[src/rtl/hiaddr_port_pkg.sv]
package hiaddr_port_pkg;

    typedef enum logic [1:0] {
        OWN_LATCH = 2'd0,
        OWN_ADDR  = 2'd1,
        OWN_FLOAT = 2'd2
    } own_state_e;

    typedef enum logic [1:0] {
        MODE_SINGLE = 2'b00,
        MODE_BOOT   = 2'b01,
        MODE_EXPAND = 2'b10,
        MODE_TEST   = 2'b11
    } chip_mode_e;

    function automatic logic mode_is_expanded(input logic [1:0] mode);
        return mode[1];
    endfunction

    function automatic logic halt_effective(input logic halt_n, input logic keep);
        return !halt_n && !keep;
    endfunction

endpackage

[src/rtl/hiaddr_pin_sync.sv]
module hiaddr_pin_sync #(
    parameter int unsigned W      = 8,
    parameter int unsigned STAGES = 2
) (
    input  logic         clk,
    input  logic         rst_n,
    input  logic [W-1:0] d,
    output logic [W-1:0] q
);
    generate
        if (STAGES <= 1) begin : g_single
            logic [W-1:0] stage_q;
            always_ff @(posedge clk) begin
                if (!rst_n) stage_q <= '0;
                else        stage_q <= d;
            end
            assign q = stage_q;
        end else begin : g_chain
            logic [STAGES-1:0][W-1:0] chain_q;
            always_ff @(posedge clk) begin
                if (!rst_n) chain_q <= '0;
                else        chain_q <= {chain_q[STAGES-2:0], d};
            end
            assign q = chain_q[STAGES-1];
        end
    endgenerate
endmodule

[src/rtl/hiaddr_regif.sv]
module hiaddr_regif #(
    parameter int unsigned     W      = 8,
    parameter int unsigned     AW     = 16,
    parameter logic [AW-1:0]   OFFSET = 16'h1004
) (
    input  logic          clk,
    input  logic          rst_n,
    input  logic [AW-1:0] bus_addr,
    input  logic          bus_wr,
    input  logic          bus_rd,
    input  logic [W-1:0]  bus_wdata,
    input  logic [W-1:0]  sense_sync,
    output logic [W-1:0]  latch_q,
    output logic [W-1:0]  bus_rdata
);
    logic hit;
    assign hit = (bus_addr == OFFSET);

    // The latch accepts writes in every mode; ownership is decided downstream.
    always_ff @(posedge clk) begin
        if (!rst_n)            latch_q <= '0;
        else if (bus_wr && hit) latch_q <= bus_wdata;
    end

    always_comb begin
        bus_rdata = '0;
        if (bus_rd && hit) bus_rdata = sense_sync;
    end
endmodule

[src/rtl/hiaddr_own_fsm.sv]
module hiaddr_own_fsm
    import hiaddr_port_pkg::*;
(
    input  logic        clk,
    input  logic        rst_n,
    input  logic [1:0]  mode_i,
    input  logic        halt_n_i,
    input  logic        halt_keep_i,
    output own_state_e  state_o
);
    own_state_e state_q, state_d;
    logic       halt_req, expanded;

    assign halt_req = halt_effective(halt_n_i, halt_keep_i);
    assign expanded = mode_is_expanded(mode_i);

    always_ff @(posedge clk) begin
        if (!rst_n) state_q <= OWN_LATCH;
        else        state_q <= state_d;
    end

    always_comb begin
        state_d = state_q;
        unique case (state_q)
            OWN_LATCH: begin
                if (halt_req)      state_d = OWN_FLOAT;   // T_HALT
                else if (expanded) state_d = OWN_ADDR;    // T_TO_ADDR
            end
            OWN_ADDR: begin
                if (halt_req)       state_d = OWN_FLOAT;  // T_HALT
                else if (!expanded) state_d = OWN_LATCH;  // T_TO_LATCH
            end
            OWN_FLOAT: begin
                if (!halt_req)                            // T_RELEASE
                    state_d = expanded ? OWN_ADDR : OWN_LATCH;
            end
            default: state_d = OWN_LATCH;
        endcase
    end

    assign state_o = state_q;
endmodule

[src/rtl/hiaddr_pin_mux.sv]
module hiaddr_pin_mux
    import hiaddr_port_pkg::*;
#(
    parameter int unsigned W = 8
) (
    input  own_state_e    state_i,
    input  logic [W-1:0]  latch_i,
    input  logic [W-1:0]  addr_hi_i,
    output logic [W-1:0]  pin_out,
    output logic [W-1:0]  pin_oe
);
    always_comb begin
        pin_out = '0;
        pin_oe  = '0;
        unique case (state_i)
            OWN_LATCH: begin
                pin_out = latch_i;
                pin_oe  = '1;
            end
            OWN_ADDR: begin
                pin_out = addr_hi_i;
                pin_oe  = '1;
            end
            OWN_FLOAT: begin
                pin_out = '0;
                pin_oe  = '0;
            end
            default: begin
                pin_out = '0;
                pin_oe  = '0;
            end
        endcase
    end
endmodule

[src/rtl/hiaddr_port.sv]
module hiaddr_port
    import hiaddr_port_pkg::*;
#(
    parameter int unsigned         DATA_W      = 8,
    parameter int unsigned         REG_AW      = 16,
    parameter logic [REG_AW-1:0]   PORT_OFFSET = 16'h1004,
    parameter int unsigned         SYNC_STAGES = 2
) (
    input  logic              clk,
    input  logic              rst_n,
    input  logic [1:0]        mode_i,
    input  logic              halt_n_i,
    input  logic              halt_keep_i,
    input  logic [DATA_W-1:0] cpu_addr_hi,
    input  logic [REG_AW-1:0] bus_addr,
    input  logic              bus_wr,
    input  logic              bus_rd,
    input  logic [DATA_W-1:0] bus_wdata,
    output logic [DATA_W-1:0] bus_rdata,
    input  logic [DATA_W-1:0] pin_sense,
    output logic [DATA_W-1:0] pin_out,
    output logic [DATA_W-1:0] pin_oe
);
    own_state_e        own_state;
    logic [DATA_W-1:0] sense_sync;
    logic [DATA_W-1:0] latch_q;

    hiaddr_pin_sync #(.W(DATA_W), .STAGES(SYNC_STAGES)) i_sync (
        .clk   (clk),
        .rst_n (rst_n),
        .d     (pin_sense),
        .q     (sense_sync)
    );

    hiaddr_regif #(.W(DATA_W), .AW(REG_AW), .OFFSET(PORT_OFFSET)) i_regif (
        .clk        (clk),
        .rst_n      (rst_n),
        .bus_addr   (bus_addr),
        .bus_wr     (bus_wr),
        .bus_rd     (bus_rd),
        .bus_wdata  (bus_wdata),
        .sense_sync (sense_sync),
        .latch_q    (latch_q),
        .bus_rdata  (bus_rdata)
    );

    hiaddr_own_fsm i_fsm (
        .clk         (clk),
        .rst_n       (rst_n),
        .mode_i      (mode_i),
        .halt_n_i    (halt_n_i),
        .halt_keep_i (halt_keep_i),
        .state_o     (own_state)
    );

    hiaddr_pin_mux #(.W(DATA_W)) i_mux (
        .state_i   (own_state),
        .latch_i   (latch_q),
        .addr_hi_i (cpu_addr_hi),
        .pin_out   (pin_out),
        .pin_oe    (pin_oe)
    );
endmodule

[config.mk]
export PLATFORM = sky130hd
export DESIGN_NAME = hiaddr_port
export DESIGN_NICKNAME = d
export VERILOG_FILES = /design/src/rtl/hiaddr_port_pkg.sv /design/src/rtl/hiaddr_pin_sync.sv /design/src/rtl/hiaddr_regif.sv /design/src/rtl/hiaddr_own_fsm.sv /design/src/rtl/hiaddr_pin_mux.sv /design/src/rtl/hiaddr_port.sv
export SDC_FILE = /design/constraint.sdc
export NUM_CORES = 1
export LEC_CHECK = 0
export ABC_AREA = 1
export BUFFER_PORTS_ARGS = -buffer_cell sky130_fd_sc_hd__buf_2
export CAP_MARGIN = 10
export CORE_MARGIN = 3
export CORE_UTILIZATION = 40
export CTS_BUF_LIST = sky130_fd_sc_hd__clkbuf_8
export DETAILED_ROUTE_END_ITERATION = 10
export GPL_TIMING_DRIVEN = 0
export PLACE_DENSITY = 0.74
export SETUP_SLACK_MARGIN = 0.02
export SYNTH_ARGS = -nofsm -noshare
export SYNTH_HDL_FRONTEND = slang
export SYNTH_SLANG_ARGS = --single-unit
[constraint.sdc]
create_clock -name clk -period 1.04 [get_ports clk]
set_clock_uncertainty 0.1 [all_clocks]
set_input_delay 0.052 -clock clk [delete_from_list [all_inputs] [get_ports clk]]
set_output_delay 0.052 -clock clk [all_outputs]
set_load 0.02 [all_outputs]
# Yosys cells after proc, flatten, opt, wreduce, memory -nomap -nowiden
# Index checks and enable logic that the tools add are counted.
# Widths: inputs -> output; s select.
# totals
reg_bits	26
in_bits	48
output_inout_bits	24
# op_classes
eq_ne	6
muxes	10
n_reduce_logical	8
# op_table
cell	count
$eq 16x13->1 const B	1
$mux 8	2
$pmux 8 s2	1
$mux 2	5
$ne 3x2->1 const B	2
$pmux 2 s3	1
$logic_and 1x1->1	3
$reduce_and 3->1	1
$eq 2x1->1 const B	1
$eq 2x2->1 const B	1
$logic_not 1->1	2
$logic_not 2->1	1
$ne 2x2->1 const B	1
$reduce_or 2->1	1
$mux 1	1

# Logic depth before layout (Yosys ltp)
# logic_depth
depth_word	4
depth_mapped	8
mapped_depth_nobuf	8

# Hierarchy
# Synthesis repeated with hierarchy kept, for this count alone.
# hier_totals
hier_cells	184
hier_area_um2	1272.5
# by_module_without_submodules
module	instances	cells_each	area_per_inst_um2	seq_area_each_um2
hiaddr_pin_sync	1	58	544.3	320.3
hiaddr_regif	1	84	483.0	160.2
hiaddr_pin_mux	1	34	178.9	0.0
hiaddr_own_fsm	1	8	66.3	40.0

# Least setup slack after synthesis
# OpenSTA, ideal clock, no wires.
# synth_timing
path_kind	reg2out
from	reg i_fsm.state_q[0] (netlist: i_fsm.state_o[0])
to	out pin_out[0]
t_arrival_ns	1.134
required_time_ns	0.888
path_slack_ns	-0.246
stages_incl_launch_ff	5
n_path_buf	1
cell_sequence	dfxtp_1 -> clkbuf_1 -> inv_1 -> nand2_1 -> o21ai_0
# synth_via
elab_chain_len	2
word_cells_on_any_way	3
cone_classes	eq/ne (1); mux (1); reduce/logical (1)
# synth_lines
item	line	text
start: declaration	hiaddr_own_fsm.sv:11	own_state_e state_q, state_d;
start signal: assignment	hiaddr_own_fsm.sv:19	else state_q <= state_d;
$eq 2x1->1 or $logic_not 2->1 (tied branches)	hiaddr_pin_mux.sv:15	unique case (state_i)
$pmux 8 s2 *	hiaddr_pin_mux.sv:15	
end: declaration	hiaddr_port.sv:21	output logic [DATA_W-1:0] pin_out,
# Every way passes the cells marked *; elsewhere a longest branch is shown, timed or not.

# Worst setup path in the final report
# layout_timing
from	reg i_fsm.state_q[1] (netlist: i_fsm.state_o[1])
to	out pin_oe[1]
# layout_via
elab_chain_len	3
word_cells_on_any_way	4
cone_classes	eq/ne (1); mux (1); reduce/logical (2)
# layout_lines
item	line	text
$eq 2x1->1 or $logic_not 2->1 (tied branches)	hiaddr_pin_mux.sv:15	
$reduce_or 2->1 (no line) *	--	
$mux 8 *	hiaddr_pin_mux.sv:15	
end: declaration	hiaddr_port.sv:22	output logic [DATA_W-1:0] pin_oe
# Marks and branches as above.

==> out/metrics.yaml <==
cp-end-kind: "output pin"
drc_errors: 0
maxCapViolCount: 0
r2r_start: "i_fsm.state_o[1]$_SDFFE_PN0P_"
vias: 1515
htree_levels: 1
dp_hpwl_um: 2192
crit_arrival_ns: 1.20
crit_type: "reg -> out"
grtUsageTotal: 0.2087
initial_core_util: 0.4443
worstPathMaxFanout: 8
pre_cts_ws_ns: -0.1872
violations: "negative setup slack"
cts.sinks: 26
grt_pass1_vias: 1515
wl_per_cell_um: 13.36
yosysTopAreaCell: "dfxtp_1"
syn_nets: 244
synth.distinct_cells: 17
core.rowCount: 19
numCtsBuffers: 3
dieArea_um2: 3939
grt_max_degree: 16
clock_latency_ns: 0.27
powerDensity_nw_per_um2: 964.7
setup_viol: 26
portBuffers: 68
ys_ff_latch: 26
synth.avg_cell_area_um2: 6.575
synth_area_um2: 1289
cts-root-buf: "clkbuf_8"
nets: 337
worst_setup_path_start_kind: "flip-flop"
final_cell_mix: "51 x inv_1, 45 x buf_2, 36 x nand2_1"
syn_inst: 196
status: "finished, violations left"
cts.path.max_buffers: 2
min_path_type: "in -> reg"
slew_viol_final: 0
grt_pass1_wl_um: 6706
worst_ep_required_time_ns: 0.89
min_to: "i_regif.latch_q[1]$_SDFFE_PN0P_"
area_growth_pct: 91.46
multi_input_area_um2: 748.2
antenna_found_initial: 0
cts_tree: "yes"
yosys_warnings: 0
fmax_ghz: 0.7388
vdd_drop_max_v: 0.001023
ioPinCount: 72
path_clk_slew_ns: 0.09
core_um2: 2900
die_w_um: 62.76
fin_ws_ns: -0.3136
min_path_cells: 5
relSlewSlack: 0.6857
ys_seq_area_frac: 0.4039
gp_congestion: 0.6767
worst_pin_slew_ns: 0.4714
p_leak_nw: 1.243
ant_nets: 0
drtPass1Iterations: 4
synth.top_cell.area_share: 0.4039
die_h_um: 62.76
reg2reg_depth: 6
first_iter_violations: 38
grt_setup_unrepaired: "yes"
holdWs_ns: 0.02263
worstReg2RegEnd: "i_fsm.state_o[1]$_SDFFE_PN0P_"
synth_area_leaders: "dfxtp_1 40%, inv_1 15%, nand2_1 11%, nor2_1 9.6%, nand4_1 4.4%"
rrSetupSlack_ns: -0.20
final_common_cell: "inv_1"
seqCellArea_um2: 525.5
fillers: 164
hold_start: "bus_wdata[1]"
min_period_ns: 1.354
fin_crit_sh: 1.302
hold_viol_final: 0
power_mw: 2.380
grt_overflow: 0
antennaDiodeCount: 0
vias_per_cell: 4.591
wl_um: 4410
drive_gt1_frac: 0.4444
==> synth_stat cells <==
master and number:
nor2_8 1, nand3_2 1, nor2_4 1, dfxtp_1 26
o21ai_0 9, nand3_4 1, nand2_1 37, nor2_2 1
nand3b_1 2, clkbuf_1 3, nand4_1 9, buf_2 3
nor2_1 33, inv_1 53, buf_4 7, nand2_2 1
nand3_1 8
==> per-layer routing <==
layer / track usage / vias to the layer above / part of all wire
met4: 0.05234 / 0 / 0.015
met3: 0.05935 / 8 / 0.073
li1: - / 749 / -
met2: 0.4061 / 78 / 0.53
met1: 0.2158 / 680 / 0.38
met5: 0 / - / 0
==> logic make-up after synthesis <==
logic type	count (synthesis)	synth area share
and+or+nand+nor	95	0.3456
buffers and inverters	66	0.2155
DFF	26	0.4039
AOI/OAI and AO/OA	9	0.03495
==> power breakdown <==
group / switching (mW) / internal [mW] / leakage [nW]
sequential: 0.0177 / 1.03 / 0.214
combinational: 0.245 / 0.256 / 0.993
clock: 0.320 / 0.515 / 0.0357
==> metrics by stage <==
stage | cell area, um^2 | instances | util | setup TNS [ns]
final | 2467 | 330 | 0.8507 | -5.299
after detailed placement | 1795 | 306 | 0.6191 | -3.109
after global routing | 2467 | 330 | 0.8507 | -6.618
after floorplan | 1403 | 196 | - | 0
after CTS | 2410 | 330 | 0.8309 | -4.354
after global placement | 1795 | 306 | 0.6191 | -2.681
==> final cells by class <==
class                      count  share of cell area
buffer                        12             0.04513
clock buffer                   3             0.01673
clock inverter                 1             0.01217
inverter                      53             0.08469
multi-input combinational    104              0.3032
sequential                    26              0.2130
tap                           42             0.02130
timing repair buffer          89              0.3038
==> critical path, stage by stage (launching register included) <==
cell and delay, ns:
dfxtp_2 0.38, inv_6 0.07, buf_6 0.12, buf_16 0.13
buf_6 0.11, buf_6 0.12
==> what timing repair did <==
| action | in CTS | in global routing |
|---|---|---|
| resized for setup | 96 | 11 |
| gates cloned | 2 | 0 |
| setup endpoints to repair | 26 | 28 |
| endpoints found under the hold margin | 13 | 0 |
| pin swaps | 5 | 4 |
| buffers inserted | 6 | 0 |
| hold buffers | 13 | 0 |
==> worst max-delay path by stage <==
stage,start,slack (ns),depth (start not counted),end
floorplan,i_fsm.state_o[0]$_SDFFE_PN0P_,0.02,4,pin_out[0]
detailed placement,bus_addr[15],-0.19,7,bus_rdata[4]
finish,i_fsm.state_o[1]$_SDFFE_PN0P_,-0.31,5,pin_oe[1]
global placement,bus_addr[15],-0.17,7,bus_rdata[0]
global route,i_fsm.state_o[1]$_SDFFE_PN0P_,-0.35,5,pin_oe[6]
CTS,i_fsm.state_o[1]$_SDFFE_PN0P_,-0.28,5,pin_oe[4]
==> sequential cells by signal, summed over array words and instances, names as in the netlist <==
name and count:
i_fsm.state_o 2, i_regif.latch_q 8, i_sync.g_chain.chain_q 8, i_sync.q 8
Note: power is estimated with default switching activity, not from simulation.
